File: src/rtl/sg_walk_pkg.sv
package sg_walk_pkg;

  // strobes from control to datapath
  typedef struct packed {
    logic loadFresh;    // latch base and budget, point at base
    logic loadRestart;  // point at latched base, take new budget
    logic advPtr;       // table pointer += entry size
    logic takeDesc;     // capture fetched descriptor
    logic takeSeg;      // consume the offered segment
  } walkCmd_t;

  // conditions reported back to control
  typedef struct packed {
    logic descEmpty;
    logic lastSeen;
    logic budgetZero;
    logic pageFull;
  } walkStat_t;

  typedef enum logic [2:0] {
    ST_IDLE, ST_DECIDE, ST_REQ, ST_RSP, ST_SEG, ST_DONE
  } walkState_t;

endpackage

File: src/rtl/sg_walk_dp.sv
module sg_walk_dp
  import sg_walk_pkg::*;
#(
  parameter int ADDR_W     = 32,
  parameter int BUDGET_W   = 24,
  parameter int PAGE_BYTES = 4096,
  parameter int ENTRY_B    = 8
) (
  input  logic                clk,
  input  logic                rstN,
  input  walkCmd_t            cmd,
  input  logic [ADDR_W-1:0]   baseIn,
  input  logic [BUDGET_W-1:0] budgetIn,
  input  logic [ADDR_W-1:0]   rspBufAddr,
  input  logic [15:1]         rspCount,
  input  logic                rspLast,
  output walkStat_t           stat,
  output logic [ADDR_W-1:0]   reqAddr,
  output logic [ADDR_W-1:0]   segAddr,
  output logic [16:0]         segLen
);

  localparam int LEN_W = 17;
  localparam int CMP_W = (BUDGET_W > LEN_W) ? BUDGET_W : LEN_W;
  localparam logic [LEN_W-1:0] FULL_LEN = LEN_W'(65536);

  logic [ADDR_W-1:0]   baseQ, ptrQ, descAddrQ;
  logic [LEN_W-1:0]    descRemQ;
  logic                lastQ;
  logic [BUDGET_W-1:0] budgetQ;

  logic [LEN_W-1:0] decodedLen;
  logic [CMP_W-1:0] budgetW, remW, pickW;

  // an even count of zero stands for a full 64 KiB buffer
  always_comb begin
    decodedLen = {1'b0, rspCount, 1'b0};
    if (rspCount == '0) decodedLen = FULL_LEN;
  end

  always_comb begin
    budgetW = CMP_W'(budgetQ);
    remW    = CMP_W'(descRemQ);
    pickW   = (budgetW < remW) ? budgetW : remW;
  end

  assign segLen  = pickW[LEN_W-1:0];
  assign segAddr = descAddrQ;
  assign reqAddr = ptrQ;

  assign stat.descEmpty  = (descRemQ == '0);
  assign stat.lastSeen   = lastQ;
  assign stat.budgetZero = (budgetQ == '0);
  assign stat.pageFull   = ((ptrQ - baseQ) >= ADDR_W'(PAGE_BYTES));

  always_ff @(posedge clk) begin
    if (!rstN) begin
      baseQ     <= '0;
      ptrQ      <= '0;
      descAddrQ <= '0;
      descRemQ  <= '0;
      lastQ     <= 1'b0;
      budgetQ   <= '0;
    end else begin
      if (cmd.loadFresh || cmd.loadRestart) begin
        descAddrQ <= '0;
        descRemQ  <= '0;
        lastQ     <= 1'b0;
        budgetQ   <= budgetIn;
      end
      if (cmd.loadFresh) begin
        baseQ <= baseIn;
        ptrQ  <= baseIn;
      end
      if (cmd.loadRestart) ptrQ <= baseQ;
      if (cmd.advPtr) ptrQ <= ptrQ + ADDR_W'(ENTRY_B);
      if (cmd.takeDesc) begin
        descAddrQ <= rspBufAddr;
        descRemQ  <= decodedLen;
        lastQ     <= rspLast;
      end
      if (cmd.takeSeg) begin
        descAddrQ <= descAddrQ + ADDR_W'(segLen);
        descRemQ  <= descRemQ - segLen;
        budgetQ   <= budgetQ - BUDGET_W'(segLen);
      end
    end
  end

endmodule

File: src/rtl/sg_walk_ctrl.sv
module sg_walk_ctrl
  import sg_walk_pkg::*;
(
  input  logic      clk,
  input  logic      rstN,
  input  logic      start,
  input  logic      restart,
  input  logic      cancel,
  input  logic      memReqReady,
  input  logic      memRspValid,
  input  logic      segReady,
  input  walkStat_t stat,
  output walkCmd_t  cmd,
  output logic      memReqValid,
  output logic      memRspReady,
  output logic      segValid,
  output logic      done,
  output logic      tableEnd,
  output logic      pageStop,
  output logic      underrun
);

  walkState_t state, stateN;
  logic cancelPend;
  logic endN, pageN, underN;

  always_comb begin
    stateN      = state;
    cmd         = '0;
    memReqValid = 1'b0;
    memRspReady = 1'b0;
    segValid    = 1'b0;
    endN        = 1'b0;
    pageN       = 1'b0;
    underN      = 1'b0;
    unique case (state)
      ST_IDLE: begin
        if (start) begin
          cmd.loadFresh = 1'b1;
          stateN = ST_DECIDE;
        end else if (restart) begin
          cmd.loadRestart = 1'b1;
          stateN = ST_DECIDE;
        end
      end
      ST_DECIDE: begin
        if (cancelPend || cancel) begin
          stateN = ST_IDLE;
        end else if (stat.descEmpty && stat.lastSeen) begin
          stateN = ST_DONE;
          endN   = 1'b1;
          underN = !stat.budgetZero;
        end else if (stat.budgetZero) begin
          stateN = ST_DONE;
        end else if (stat.descEmpty && stat.pageFull) begin
          stateN = ST_DONE;
          pageN  = 1'b1;
          underN = 1'b1;
        end else if (stat.descEmpty) begin
          stateN = ST_REQ;
        end else begin
          stateN = ST_SEG;
        end
      end
      ST_REQ: begin
        memReqValid = 1'b1;
        if (memReqReady) begin
          cmd.advPtr = 1'b1;
          stateN = ST_RSP;
        end
      end
      ST_RSP: begin
        memRspReady = 1'b1;
        if (memRspValid) begin
          cmd.takeDesc = 1'b1;
          stateN = ST_DECIDE;
        end
      end
      ST_SEG: begin
        segValid = 1'b1;
        if (segReady) begin
          cmd.takeSeg = 1'b1;
          stateN = ST_DECIDE;
        end
      end
      ST_DONE: stateN = ST_IDLE;
      default: stateN = ST_IDLE;
    endcase
  end

  assign done = (state == ST_DONE);

  always_ff @(posedge clk) begin
    if (!rstN) begin
      state      <= ST_IDLE;
      cancelPend <= 1'b0;
      tableEnd   <= 1'b0;
      pageStop   <= 1'b0;
      underrun   <= 1'b0;
    end else begin
      state      <= stateN;
      cancelPend <= (state != ST_IDLE) && (stateN != ST_IDLE) && (cancelPend || cancel);
      tableEnd   <= endN;
      pageStop   <= pageN;
      underrun   <= underN;
    end
  end

endmodule

File: src/rtl/sg_table_walker.sv
module sg_table_walker
  import sg_walk_pkg::*;
#(
  parameter int ADDR_W     = 32,
  parameter int BUDGET_W   = 24,
  parameter int PAGE_BYTES = 4096
) (
  input  logic                clk,
  input  logic                rstN,
  input  logic                start,
  input  logic                restart,
  input  logic                cancel,
  input  logic [ADDR_W-1:0]   baseAddr,
  input  logic [BUDGET_W-1:0] byteBudget,
  output logic                memReqValid,
  input  logic                memReqReady,
  output logic [ADDR_W-1:0]   memReqAddr,
  input  logic                memRspValid,
  output logic                memRspReady,
  input  logic [63:0]         memRspData,
  output logic                segValid,
  input  logic                segReady,
  output logic [ADDR_W-1:0]   segAddr,
  output logic [16:0]         segLen,
  output logic                done,
  output logic                tableEnd,
  output logic                pageStop,
  output logic                underrun
);

  walkCmd_t  cmd;
  walkStat_t stat;

  // reserved descriptor bits carry no meaning
  logic unusedRsvd;
  assign unusedRsvd = &{1'b0, memRspData[62:48], memRspData[32]};

  sg_walk_ctrl u_ctrl (
    .clk, .rstN, .start, .restart, .cancel,
    .memReqReady, .memRspValid, .segReady, .stat, .cmd,
    .memReqValid, .memRspReady, .segValid,
    .done, .tableEnd, .pageStop, .underrun
  );

  sg_walk_dp #(
    .ADDR_W(ADDR_W), .BUDGET_W(BUDGET_W), .PAGE_BYTES(PAGE_BYTES), .ENTRY_B(8)
  ) u_dp (
    .clk, .rstN, .cmd,
    .baseIn(baseAddr), .budgetIn(byteBudget),
    .rspBufAddr(memRspData[ADDR_W-1:0]),
    .rspCount(memRspData[47:33]),
    .rspLast(memRspData[63]),
    .stat, .reqAddr(memReqAddr), .segAddr, .segLen
  );

endmodule

File: config.mk
export PLATFORM = sky130hd
export DESIGN_NAME = sg_table_walker
export DESIGN_NICKNAME = d
export VERILOG_FILES = /design/src/rtl/sg_walk_pkg.sv /design/src/rtl/sg_walk_dp.sv /design/src/rtl/sg_walk_ctrl.sv /design/src/rtl/sg_table_walker.sv
export SDC_FILE = /design/constraint.sdc
export NUM_CORES = 1
export LEC_CHECK = 0
export BUFFER_PORTS_ARGS = -buffer_cell sky130_fd_sc_hd__buf_2
export CORE_MARGIN = 5
export CORE_UTILIZATION = 40
export DETAILED_ROUTE_END_ITERATION = 12
export PLACE_DENSITY = 0.7
export SLEW_MARGIN = 20
export SYNTH_ARGS = -nofsm -noshare
export SYNTH_HDL_FRONTEND = slang
export SYNTH_SLANG_ARGS = --single-unit
export TNS_END_PERCENT = 20
File: constraint.sdc
create_clock -name clk -period 5.2 [get_ports clk]
set_input_delay 0.52 -clock clk [delete_from_list [all_inputs] [get_ports clk]]
set_output_delay 0.52 -clock clk [all_outputs]
set_load 0.02 [all_outputs]
==> flow_summary.ini <==
[cells_and_area]
final_common_cell = nand2_1
nets = 2019
fillers = 2944
area_delta_synth_final_pct = 17.5
drive_above_1_share = 0.180
layout_common_cells = 244 x nand2_1, 199 x buf_2, 161 x a21oi_1, 144 x dfxtp_1, 120 x nor2_1
antennaDiodeCount = 0

[placed_design]
preCtsSetupSlack_ns = 0.168
port_buffers = 199
hpwl_um = 29600
place_congestion = 0.940

[setup_path]
max_stage_delay_ns = 0.47
r2r_end = u_dp.budgetQ[22]
cp-start-kind = flip-flop
critPathMaxFanout = 4
worstPathCellList = inv_1 -> ha_1 -> a21boi_0 -> o21a_1 -> o21ai_0 -> a21oi_1 -> or4_1 -> a21oi_4 -> nand2_1 -> o21ai_2 -> ha_2 -> inv_1 -> fa_1 -> a21o_1 -> a21o_1 -> a21oi_2 -> o21bai_2 -> o311ai_4 -> a31oi_2 -> o41a_1 -> nor2_2 -> nand3_1 -> a21oi_1
reg2reg_from = u_dp.descRemQ[1]
cp_num_buf_inv = 2
criticalPathCategory = reg2reg
worst_ep_arrival_time_ns = 5.30
cpLargestDelayFamily = compound AO/OA/AOI/OAI gates
end_kind = flip-flop
slowest_stage = or4_1
reg2reg_slack_ns = 0.28
cp.required_ns = 5.58
r2r_cells = 23

[synth]
netlist.top_cell.by_area = dfxtp_1
synthArstFlopShare = 0
synth-edff-count = 0
synth-main-ff-cell = dfxtp_1
synthTopCellsByArea = dfxtp_1 25%, ha_1 10%, nand2_1 7.8%, a21oi_1 7.0%, o21ai_0 5.1%
synth_cells = 1616
yosysUniqueCellTypes = 94
yosysSeqAreaShare = 0.247
syn_area_sq_um = 11700
syn-num-nets = 1846
synth_seq_cells = 145
avgSynthCellArea_sq_um = 7.26
yosysTopAreaCellShare = 0.247
yosys_warnings = 0

[clock_tree]
clock_latency_ns = 0.44
cts_max_level = 4
cts_root_buf = clkbuf_16
cts_buffers = 17
cts_hold_buf = 0
cts_tree = yes
clock_path_buffers = 2
clk_pin_slew_ns = 0.07
clkSinkCount = 145

[timing]
hold_violations = 0
clock_skew_ns = 0.0129
fin_ws_ns = 0.281
max_freq_ghz = 0.203
setup_viol = 0
max_slew_margin = 0.271
fin_hold_ws_ns = 0.328
finalCriticalPeriod_ns = 4.92
drv_slew = 0
worst-slew-pin-transition_ns = 1.09
fin_crit_sh = 0.946
setup-tns-final_ns = 0

[global_route]
grt_pass1_vias = 12400
grt-ovfl-total = 0
grt_use_total = 0.234
grt_pass1_wl_um = 63500
antenna_found_initial = 2
grt_max_degree = 69

[power_and_ir_drop]
sw_frac_of_total = 0.469
p_leak_uw = 0.00586
combPwrFrac = 0.606
power_density_nw_per_um2 = 532
power.internal_uw = 3900
switchingPower_uw = 3440
p_clk_frac = 0.181
ir_drop_mv = 0.258
pwr-share-seq = 0.213

[drt]
drt_pass1_iterations = 7
drt_wl_total_um = 39800
drc = 0
vias = 12700
viasPerCell = 5.81
dr.first_iter.drc_count = 880
postRouteAntennaNets = 0
wire_per_inst_um = 18.2

[floorplan]
core_area_sq_um = 28900
die_y_um = 181
start_util = 0.407
fp.dieW_um = 181
rows = 62
ios = 216
die_area_sq_um = 32900

[min_path]
worst_hold_path.endpoint = u_dp.baseQ[0]
hold_start = baseAddr[0]
hold_class = in2reg
hold_depth = 3

[status]
status = completed

[job]
maxCapViolations = 0
[how the worst max path moves through the flow]
stage	from	end	slack, ns	depth (start not counted)
floorplan	u_dp.descRemQ[1]	u_dp.budgetQ[22]	0.01	23
global placement	u_dp.descRemQ[1]	u_dp.segAddr[27]	0.22	21
detailed placement	u_dp.descRemQ[1]	u_dp.budgetQ[23]	0.17	22
CTS	u_dp.descRemQ[1]	u_dp.budgetQ[23]	0.12	22
global route	u_dp.descRemQ[1]	u_dp.budgetQ[22]	-0.06	22
finish	u_dp.descRemQ[1]	u_dp.budgetQ[22]	0.28	23
[cell type report]
class / count / area, sq um / area share
clock inverter: 12 / 158 / 0.0114
inverter: 105 / 395 / 0.0287
clock buffer: 19 / 453 / 0.0328
tap: 384 / 480 / 0.0348
multi-input combinational: 1284 / 8130 / 0.589
timing repair buffer: 236 / 1280 / 0.0926
sequential: 145 / 2900 / 0.211
[flip-flops by register name (all words and copies together), names as in the netlist, 3 cells and up]
register and count:
u_dp.budgetQ 24, u_dp.reqAddr 32, u_dp.segAddr 32, u_dp.baseQ 32
u_dp.descRemQ 17, u_ctrl.state 3
[cell usage after synthesis, drive strengths merged (4+ instances only)]
master / number
a2111oi: 5
a211o: 5
a211oi: 18
a21boi: 5
a21o: 28
a21oi: 165
a221oi: 12
a311oi: 25
a31oi: 25
and2: 15
and3: 24
and4: 4
buf: 11
clkbuf: 71
dfxtp: 145
fa: 4
ha: 98
inv: 105
mux2i: 11
nand2: 244
nand2b: 13
nand3: 39
nand4: 18
nor2: 122
nor2b: 4
nor3: 56
nor4: 21
nor4b: 5
o211ai: 8
o21a: 15
o21ai: 127
o21bai: 11
o221ai: 11
o22ai: 22
o31a: 6
o31ai: 4
or2: 6
or3: 11
or4: 4
xnor2: 31
xor2: 19
[layer usage]
metal  vias to the layer above  wire (um)  global-route usage  part of all wire
met5                         -         33                   0           0.00083
met4                         4       1270              0.0877             0.032
met3                        76       2880              0.0495             0.072
met2                       448      19400               0.411              0.49
met1                      5958      16300               0.281              0.41
li1                       6211          -                   -                 -
[power groups by stage]
stage                     logic, uW  registers (uW)  clock network, uW
after global placement         4220            1580                  0
after detailed placement       4260            1590                  0
after floorplan                3170            1640                  0
final                          4450            1570               1330
after global routing           4930            1600               1390
after CTS                      4300            1560               1350
[kinds of logic (layout without fill, tap and decap cells)]
logic type	count (synthesis)	count (layout)	share of synthesized area
adder cells (fa/ha/maj)	102	102	0.111
XOR/XNOR	50	50	0.0373
multiplexers	12	12	0.0103
AND/OR/NAND/NOR	599	599	0.240
AO/OA/AOI/OAI	521	521	0.285
flip-flops	145	145	0.247
buffers and inverters	187	372	0.0689
[worst register-to-register path: cells and delay by family, from the launching register on]
family,cells,cell delay (ns)
flip-flops,1,0.36
buffers and inverters,2,0.13
adder cells (fa/ha/maj),3,0.87
AND/OR/NAND/NOR,4,0.83
AO/OA/AOI/OAI,14,2.69
[timing repair]
item,4_1_cts,5_1_grt
gates resized for setup,0,22
buffers inserted,0,2
endpoints found under the hold margin,0,0
setup endpoints to repair,0,27
[stage by stage]
stage | total power [uW] | std cells | util | area, sq um
floorplan | 4810 | 1616 | - | 11700
global placement | 5800 | 2152 | 0.453 | 13100
detailed placement | 5850 | 2152 | 0.453 | 13100
CTS | 7210 | 2183 | 0.474 | 13700
global route | 7930 | 2185 | 0.478 | 13800
finish | 7340 | 2185 | 0.478 | 13800
Power figures use the tool's default switching activity.
